File: src/rtl/smbt_pkg.sv
package smbt_pkg;

    typedef enum logic [1:0] {
        CLS_BYTE  = 2'd0,
        CLS_WORD  = 2'd1,
        CLS_BLOCK = 2'd2
    } cls_e;

    typedef enum logic [2:0] {
        ST_IDLE,
        ST_ADDR,
        ST_CMD,
        ST_WRITE,
        ST_READ,
        ST_IGNORE
    } state_e;

endpackage

File: src/rtl/smbt_cmd_decode.sv
module smbt_cmd_decode
    import smbt_pkg::*;
#(
    parameter int IDX_W = 2
) (
    input  logic [7:0]       cmd,
    output cls_e             cls,
    output logic [IDX_W-1:0] sel
);

    // Bits between the class field and the index do not take part.
    logic unused_mid;
    assign unused_mid = ^cmd[5:IDX_W];

    always_comb begin
        unique case (cmd[7:6])
            2'b01:   cls = CLS_WORD;
            2'b10:   cls = CLS_BLOCK;
            default: cls = CLS_BYTE;
        endcase
    end

    assign sel = cmd[IDX_W-1:0];

endmodule

File: src/rtl/smbt_regfile.sv
module smbt_regfile
    import smbt_pkg::*;
#(
    parameter int NREGS   = 4,
    parameter int BLK_MAX = 32,
    parameter int IDX_W   = 2,
    parameter int LEN_W   = 6,
    parameter int POS_W   = 7,
    parameter int BA_W    = 5
) (
    input  logic             clk,
    input  logic             rst_n,
    input  logic [IDX_W-1:0] sel,
    input  cls_e             cls,
    input  logic             we_byte,
    input  logic             we_lo,
    input  logic             we_hi,
    input  logic             we_len,
    input  logic             we_blk,
    input  logic [BA_W-1:0]  blk_pos,
    input  logic [7:0]       wdata,
    input  logic [POS_W-1:0] rd_pos,
    output logic [7:0]       rd_data,
    output logic [LEN_W-1:0] cur_len
);

    logic [7:0]       byte_mem [NREGS];
    logic [15:0]      word_mem [NREGS];
    logic [LEN_W-1:0] len_mem  [NREGS];
    logic [7:0]       blk_mem  [NREGS][BLK_MAX];

    assign cur_len = len_mem[sel];

    always_ff @(posedge clk or negedge rst_n) begin
        if (!rst_n) begin
            for (int r = 0; r < NREGS; r++) begin
                byte_mem[r] <= '0;
                word_mem[r] <= '0;
                len_mem[r]  <= '0;
                for (int b = 0; b < BLK_MAX; b++) begin
                    blk_mem[r][b] <= '0;
                end
            end
        end else begin
            if (we_byte) byte_mem[sel]         <= wdata;
            if (we_lo)   word_mem[sel][7:0]    <= wdata;
            if (we_hi)   word_mem[sel][15:8]   <= wdata;
            if (we_len)  len_mem[sel]          <= wdata[LEN_W-1:0];
            if (we_blk)  blk_mem[sel][blk_pos] <= wdata;
        end
    end

    always_comb begin
        rd_data = 8'hFF;
        case (cls)
            CLS_BYTE: begin
                if (rd_pos == '0) rd_data = byte_mem[sel];
            end
            CLS_WORD: begin
                if (rd_pos == POS_W'(0))      rd_data = word_mem[sel][7:0];
                else if (rd_pos == POS_W'(1)) rd_data = word_mem[sel][15:8];
            end
            CLS_BLOCK: begin
                if (rd_pos == '0)
                    rd_data = 8'(cur_len);
                else if (rd_pos <= POS_W'(cur_len))
                    rd_data = blk_mem[sel][BA_W'(rd_pos - POS_W'(1))];
            end
            default: rd_data = 8'hFF;
        endcase
    end

endmodule

File: src/rtl/smbus_reg_target.sv
module smbus_reg_target
    import smbt_pkg::*;
#(
    parameter logic [6:0] DEV_ADDR = 7'h2A,
    parameter int         NREGS    = 4,
    parameter int         BLK_MAX  = 32
) (
    input  logic       clk,
    input  logic       rst_n,
    input  logic       bus_start,
    input  logic       bus_stop,
    input  logic       rx_vld,
    input  logic [7:0] rx_data,
    output logic       ack_vld,
    output logic       ack_ok,
    input  logic       tx_req,
    output logic       tx_vld,
    output logic [7:0] tx_data,
    input  logic       host_ack_vld,
    input  logic       host_nack
);

    localparam int IDX_W = (NREGS > 1) ? $clog2(NREGS) : 1;
    localparam int LEN_W = $clog2(BLK_MAX + 1);
    localparam int POS_W = LEN_W + 1;
    localparam int BA_W  = (BLK_MAX > 1) ? $clog2(BLK_MAX) : 1;
    localparam logic [POS_W-1:0] POS_SAT = '1;

    state_e           state_q, state_d;
    logic [7:0]       ptr_q;
    logic [POS_W-1:0] pos_q;
    cls_e             cls;
    logic [IDX_W-1:0] sel;
    logic [LEN_W-1:0] cur_len;
    logic [7:0]       rd_data;
    logic             we_byte, we_lo, we_hi, we_len, we_blk;
    logic             ack_d, rx_take, tx_fire, addr_hit;
    logic [BA_W-1:0]  blk_pos;

    smbt_cmd_decode #(.IDX_W(IDX_W)) u_dec (
        .cmd (ptr_q),
        .cls (cls),
        .sel (sel)
    );

    smbt_regfile #(
        .NREGS(NREGS), .BLK_MAX(BLK_MAX), .IDX_W(IDX_W),
        .LEN_W(LEN_W), .POS_W(POS_W), .BA_W(BA_W)
    ) u_rf (
        .clk     (clk),
        .rst_n   (rst_n),
        .sel     (sel),
        .cls     (cls),
        .we_byte (we_byte),
        .we_lo   (we_lo),
        .we_hi   (we_hi),
        .we_len  (we_len),
        .we_blk  (we_blk),
        .blk_pos (blk_pos),
        .wdata   (rx_data),
        .rd_pos  (pos_q),
        .rd_data (rd_data),
        .cur_len (cur_len)
    );

    assign addr_hit = (rx_data[7:1] == DEV_ADDR);
    assign rx_take  = rx_vld && !bus_start && !bus_stop;
    assign tx_fire  = tx_req && !bus_start && !bus_stop && (state_q == ST_READ);
    assign blk_pos  = BA_W'(pos_q - POS_W'(1));

    // Next state and write strobes.
    always_comb begin
        state_d = state_q;
        ack_d   = 1'b0;
        we_byte = 1'b0;
        we_lo   = 1'b0;
        we_hi   = 1'b0;
        we_len  = 1'b0;
        we_blk  = 1'b0;
        if (bus_start) begin
            state_d = ST_ADDR;
        end else if (bus_stop) begin
            state_d = ST_IDLE;
        end else begin
            unique case (state_q)
                ST_IDLE, ST_IGNORE: ;
                ST_ADDR: begin
                    if (rx_vld) begin
                        if (addr_hit) begin
                            ack_d   = 1'b1;
                            state_d = rx_data[0] ? ST_READ : ST_CMD;
                        end else begin
                            state_d = ST_IGNORE;
                        end
                    end
                end
                ST_CMD: begin
                    if (rx_vld) begin
                        ack_d   = 1'b1;
                        state_d = ST_WRITE;
                    end
                end
                ST_WRITE: begin
                    if (rx_vld) begin
                        ack_d = 1'b1;
                        case (cls)
                            CLS_WORD: begin
                                we_lo = (pos_q == POS_W'(0));
                                we_hi = (pos_q == POS_W'(1));
                            end
                            CLS_BLOCK: begin
                                if (pos_q == '0) begin
                                    if (rx_data > 8'(BLK_MAX)) begin
                                        ack_d   = 1'b0;
                                        state_d = ST_IGNORE;
                                    end else begin
                                        we_len = 1'b1;
                                    end
                                end else if (pos_q <= POS_W'(cur_len)) begin
                                    we_blk = 1'b1;
                                end
                            end
                            default: we_byte = (pos_q == '0);
                        endcase
                    end
                end
                ST_READ: begin
                    if (host_ack_vld && host_nack) state_d = ST_IGNORE;
                end
                default: state_d = ST_IDLE;
            endcase
        end
    end

    // State register, pointer and byte position.
    always_ff @(posedge clk or negedge rst_n) begin
        if (!rst_n) begin
            state_q <= ST_IDLE;
            ptr_q   <= '0;
            pos_q   <= '0;
        end else begin
            state_q <= state_d;
            if (state_q == ST_CMD && rx_take) ptr_q <= rx_data;
            if (state_d != state_q)
                pos_q <= '0;
            else if (((state_q == ST_WRITE && rx_take) || tx_fire) && pos_q != POS_SAT)
                pos_q <= pos_q + POS_W'(1);
        end
    end

    // Handshake outputs.
    always_ff @(posedge clk or negedge rst_n) begin
        if (!rst_n) begin
            ack_vld <= 1'b0;
            ack_ok  <= 1'b0;
            tx_vld  <= 1'b0;
            tx_data <= '0;
        end else begin
            ack_vld <= rx_vld;
            ack_ok  <= ack_d;
            tx_vld  <= tx_fire;
            if (tx_fire) tx_data <= rd_data;
        end
    end

endmodule

File: config.mk
export PLATFORM = sky130hd
export DESIGN_NAME = smbus_reg_target
export DESIGN_NICKNAME = d
export VERILOG_FILES = /design/src/rtl/smbt_pkg.sv /design/src/rtl/smbt_cmd_decode.sv /design/src/rtl/smbt_regfile.sv /design/src/rtl/smbus_reg_target.sv
export SDC_FILE = /design/constraint.sdc
export NUM_CORES = 2
export LEC_CHECK = 0
export BUFFER_PORTS_ARGS = -buffer_cell sky130_fd_sc_hd__buf_4
export CAP_MARGIN = 10
export CORE_AREA = 2 2 471 473
export DETAILED_ROUTE_END_ITERATION = 6
export DIE_AREA = 0 0 473 475
export GPL_TIMING_DRIVEN = 1
export PLACE_DENSITY = 0.39
export SLEW_MARGIN = 20
export SYNTH_ARGS = -nofsm -noshare
export SYNTH_HDL_FRONTEND = slang
export SYNTH_SLANG_ARGS = --single-unit
File: constraint.sdc
create_clock -name clk -period 7 [get_ports clk]
set_input_delay 1.75 -clock clk [delete_from_list [all_inputs] [get_ports clk]]
set_output_delay 1.75 -clock clk [all_outputs]
set_load 0.1 [all_outputs]
==> qor.yml <==
multiInputGateArea_um2: 24200
grt_max_degree: 157
drtAntennaViolNets: 0
final_common_cell: "dfrtp_1"
final_cell_mix: "1166 x dfrtp_1, 1100 x mux2_2, 279 x mux4_2, 185 x nand2_1, 147 x clkbuf_16"
clk_latency_ps: 800
die_y_um: 475
syn_area_um2: 54700
max_slew_margin_pct: 24.7
finClkSkew_ps: 38.0
outcome: "complete, no violations"
endpoint_kind: "flop"
vias_per_cell: 4.75
io_pins: 27
drive_above_1_share_pct: 49.9
rsz0062_at_grt: "false"
yosysWarnings: 0
critPathKind: "flop to flop"
cp-start-kind: "flop"
grt_pass1_vias: 33200
r2r-end: "u_rf.blk_mem[469]$_DFFE_PN0P_"
slew_violations: 0
r2r_slack_ps: 2260
rows: 172
required_ps: 7660
nets: 3634
timing.fmax_mhz: 211
cts-root-buf: "clkbuf_16"
min_from: "u_rf.word_mem[0]$_DFFE_PN0P_"
min_period_ps: 4740
wire_per_inst_um: 26.2
vdd_ir_drop_max_uv: 232
setup_tns_ps: 0
io_buffers: 26
syn_to_final_growth_pct: 14.7
cts_buffers: 143
syn-num-nets: 3650
reg2reg_depth: 10
postSynth.asyncResetShare_pct: 100
synth_top_area_share_pct: 53.5
cts_htree_levels: 4
setup_viol: 0
cts_buffer_depth: 3
die_w_um: 473
post-place-ws_ps: 2010
drv_cap: 0
cts_tree: "done"
fin_crit_sh_pct: 67.8
vias: 31200
core_um2: 219000
antenna_found_initial: 4
r2r_start: "ptr_q[1]$_DFFE_PN0P_"
yosysSeqAreaShare_pct: 53.5
hp-class: "flop to flop"
fin_hold_ws_ps: 482
dieArea_um2: 225000
regArea_um2: 29300
clk_pin_slew_worst_paths_ps: 60
synth-seq-cells: 1169
grt_pass1_wl_mm: 255
yosysTopAreaCell: "dfrtp_1"
initial_core_util_pct: 25.0
min_to: "u_rf.word_mem[0]$_DFFE_PN0P_"
cp.arrival_ps: 5410
crit_fanout: 24
syn_area_per_cell_um2: 15.1
setup_slack_ps: 2260
synth_area_leaders: "dfrtp_1 53%, mux2_2 23%, mux4_2 11%, nand2_1 1.3%, nor2_4 1.2%"
hpwl_mm: 108
drtIter0Drc: 1693
fillers: 22000
ctsResizeCount: 0
worstMarginPinSlew_ps: 1130
finalHoldViolCount: 0
grt.total_usage_pct: 15.5
postCtsSetupRepairBufs: 0
syn_inst: 3619
drc: 0
synth_edf_count: 0
clock_sinks: 1169
power_density_nw_per_um2: 232
routed_wl_mm: 172
gp_congestion: 0.791
synth_cell_type_count: 80
dr.pass1.iters: 5
hold_depth: 2
overflow: 0
p_leak_nw: 28.6
synth_flop_cell: "dfrtp_1"
postCtsHoldBufs: 0
report_power, final:
part	switching (W)	total, W	internal (W)
Sequential	0.0000161	0.00679	0.00677
Combinational	0.000372	0.000429	0.0000568
Clock	0.00304	0.00734	0.00430
Total	0.00343	0.0146	0.0111
layout make-up:
class	instances	share of cell area, %
timing repair buffer	104	1.51
clock inverter	29	0.523
multi-input combinational	2167	38.7
inverter	18	0.112
sequential	1169	46.7
antenna	2	0.00798
clock buffer	217	6.78
tap	2871	5.73
per-stage QoR:
step / area [um^2] / total power [W] / util, % / cells
after CTS: 62700 / 0.0148 / 28.6 / 6575
after global routing: 62700 / 0.0151 / 28.6 / 6576
after detailed placement: 58100 / 0.00736 / 26.5 / 6329
after floorplan: 54700 / 0.00706 / - / 3619
after global placement: 58100 / 0.00736 / 26.5 / 6329
final: 62700 / 0.0146 / 28.6 / 6577
state kept, by name, indices dropped and copies added, names as in the netlist:
name and flops:
ack_ok 1, ack_vld 1, pos_q 7, ptr_q 4, state_q 3, tx_data 8, tx_vld 1, u_rf.blk_mem 1024
u_rf.byte_mem 32, u_rf.len_mem 24, u_rf.word_mem 64
synth_stat cells (all sizes together) (4+ instances only):
library cell  number
xnor2              6
a32o               4
nand3             70
nor2             132
a22oi             29
or2                4
a32oi              4
mux2i             59
a221oi             7
dfrtp           1169
nand2b             4
a21oi             23
or3                7
o21ai             43
and2              10
a31oi             11
mux4             279
nor3              17
nand4              9
and3              11
clkbuf           166
o221ai            11
mux2            1142
inv               17
buf               99
o22ai              9
a22o               5
nand2            185
a211oi             7
nor2b              6
o211ai             7
ha                15
worst max-delay path by stage:
stage,start,endpoint,slack (ps),cells after the start
after floorplan,ptr_q[0]$_DFFE_PN0P_,u_rf.blk_mem[528]$_DFFE_PN0P_,2560,19
after global placement,bus_start,tx_data[7]$_DFFE_PN0P_,1980,9
after detailed placement,bus_start,tx_data[7]$_DFFE_PN0P_,2010,9
after CTS,ptr_q[1]$_DFFE_PN0P_,u_rf.blk_mem[469]$_DFFE_PN0P_,2170,10
after global routing,ptr_q[0]$_DFFE_PN0P_,u_rf.blk_mem[621]$_DFFE_PN0P_,2070,10
final,ptr_q[1]$_DFFE_PN0P_,u_rf.blk_mem[469]$_DFFE_PN0P_,2260,10
critical path, cell delays in order, from the launching register on:
cell	delay [ps]
dfrtp_4	810
mux4_2	430
inv_1	80
ha_1	230
a21o_1	170
a211oi_1	250
a21oi_1	240
or2_1	470
or3_4	800
nor2_2	630
mux2_2	410
cell families after synthesis:
family          Yosys count  share of synthesized area, %
xor+xnor                  7                         0.112
compound gates          192                          2.48
flops                  1169                          53.5
buf+inv                 283                          2.28
simple gates            473                          5.21
mux                    1480                          36.1
fa+ha+maj                15                         0.343
per-layer routing:
layer | wire (um) | track usage (%) | up-vias
met1 | 81500 | 21.6 | 17100
li1 | - | - | 13500
met3 | 5630 | 2.50 | 221
met2 | 81200 | 24.9 | 423
met5 | 0 | 0 | -
met4 | 4080 | 4.22 | 0
Note: power is estimated with default switching activity, not from simulation.
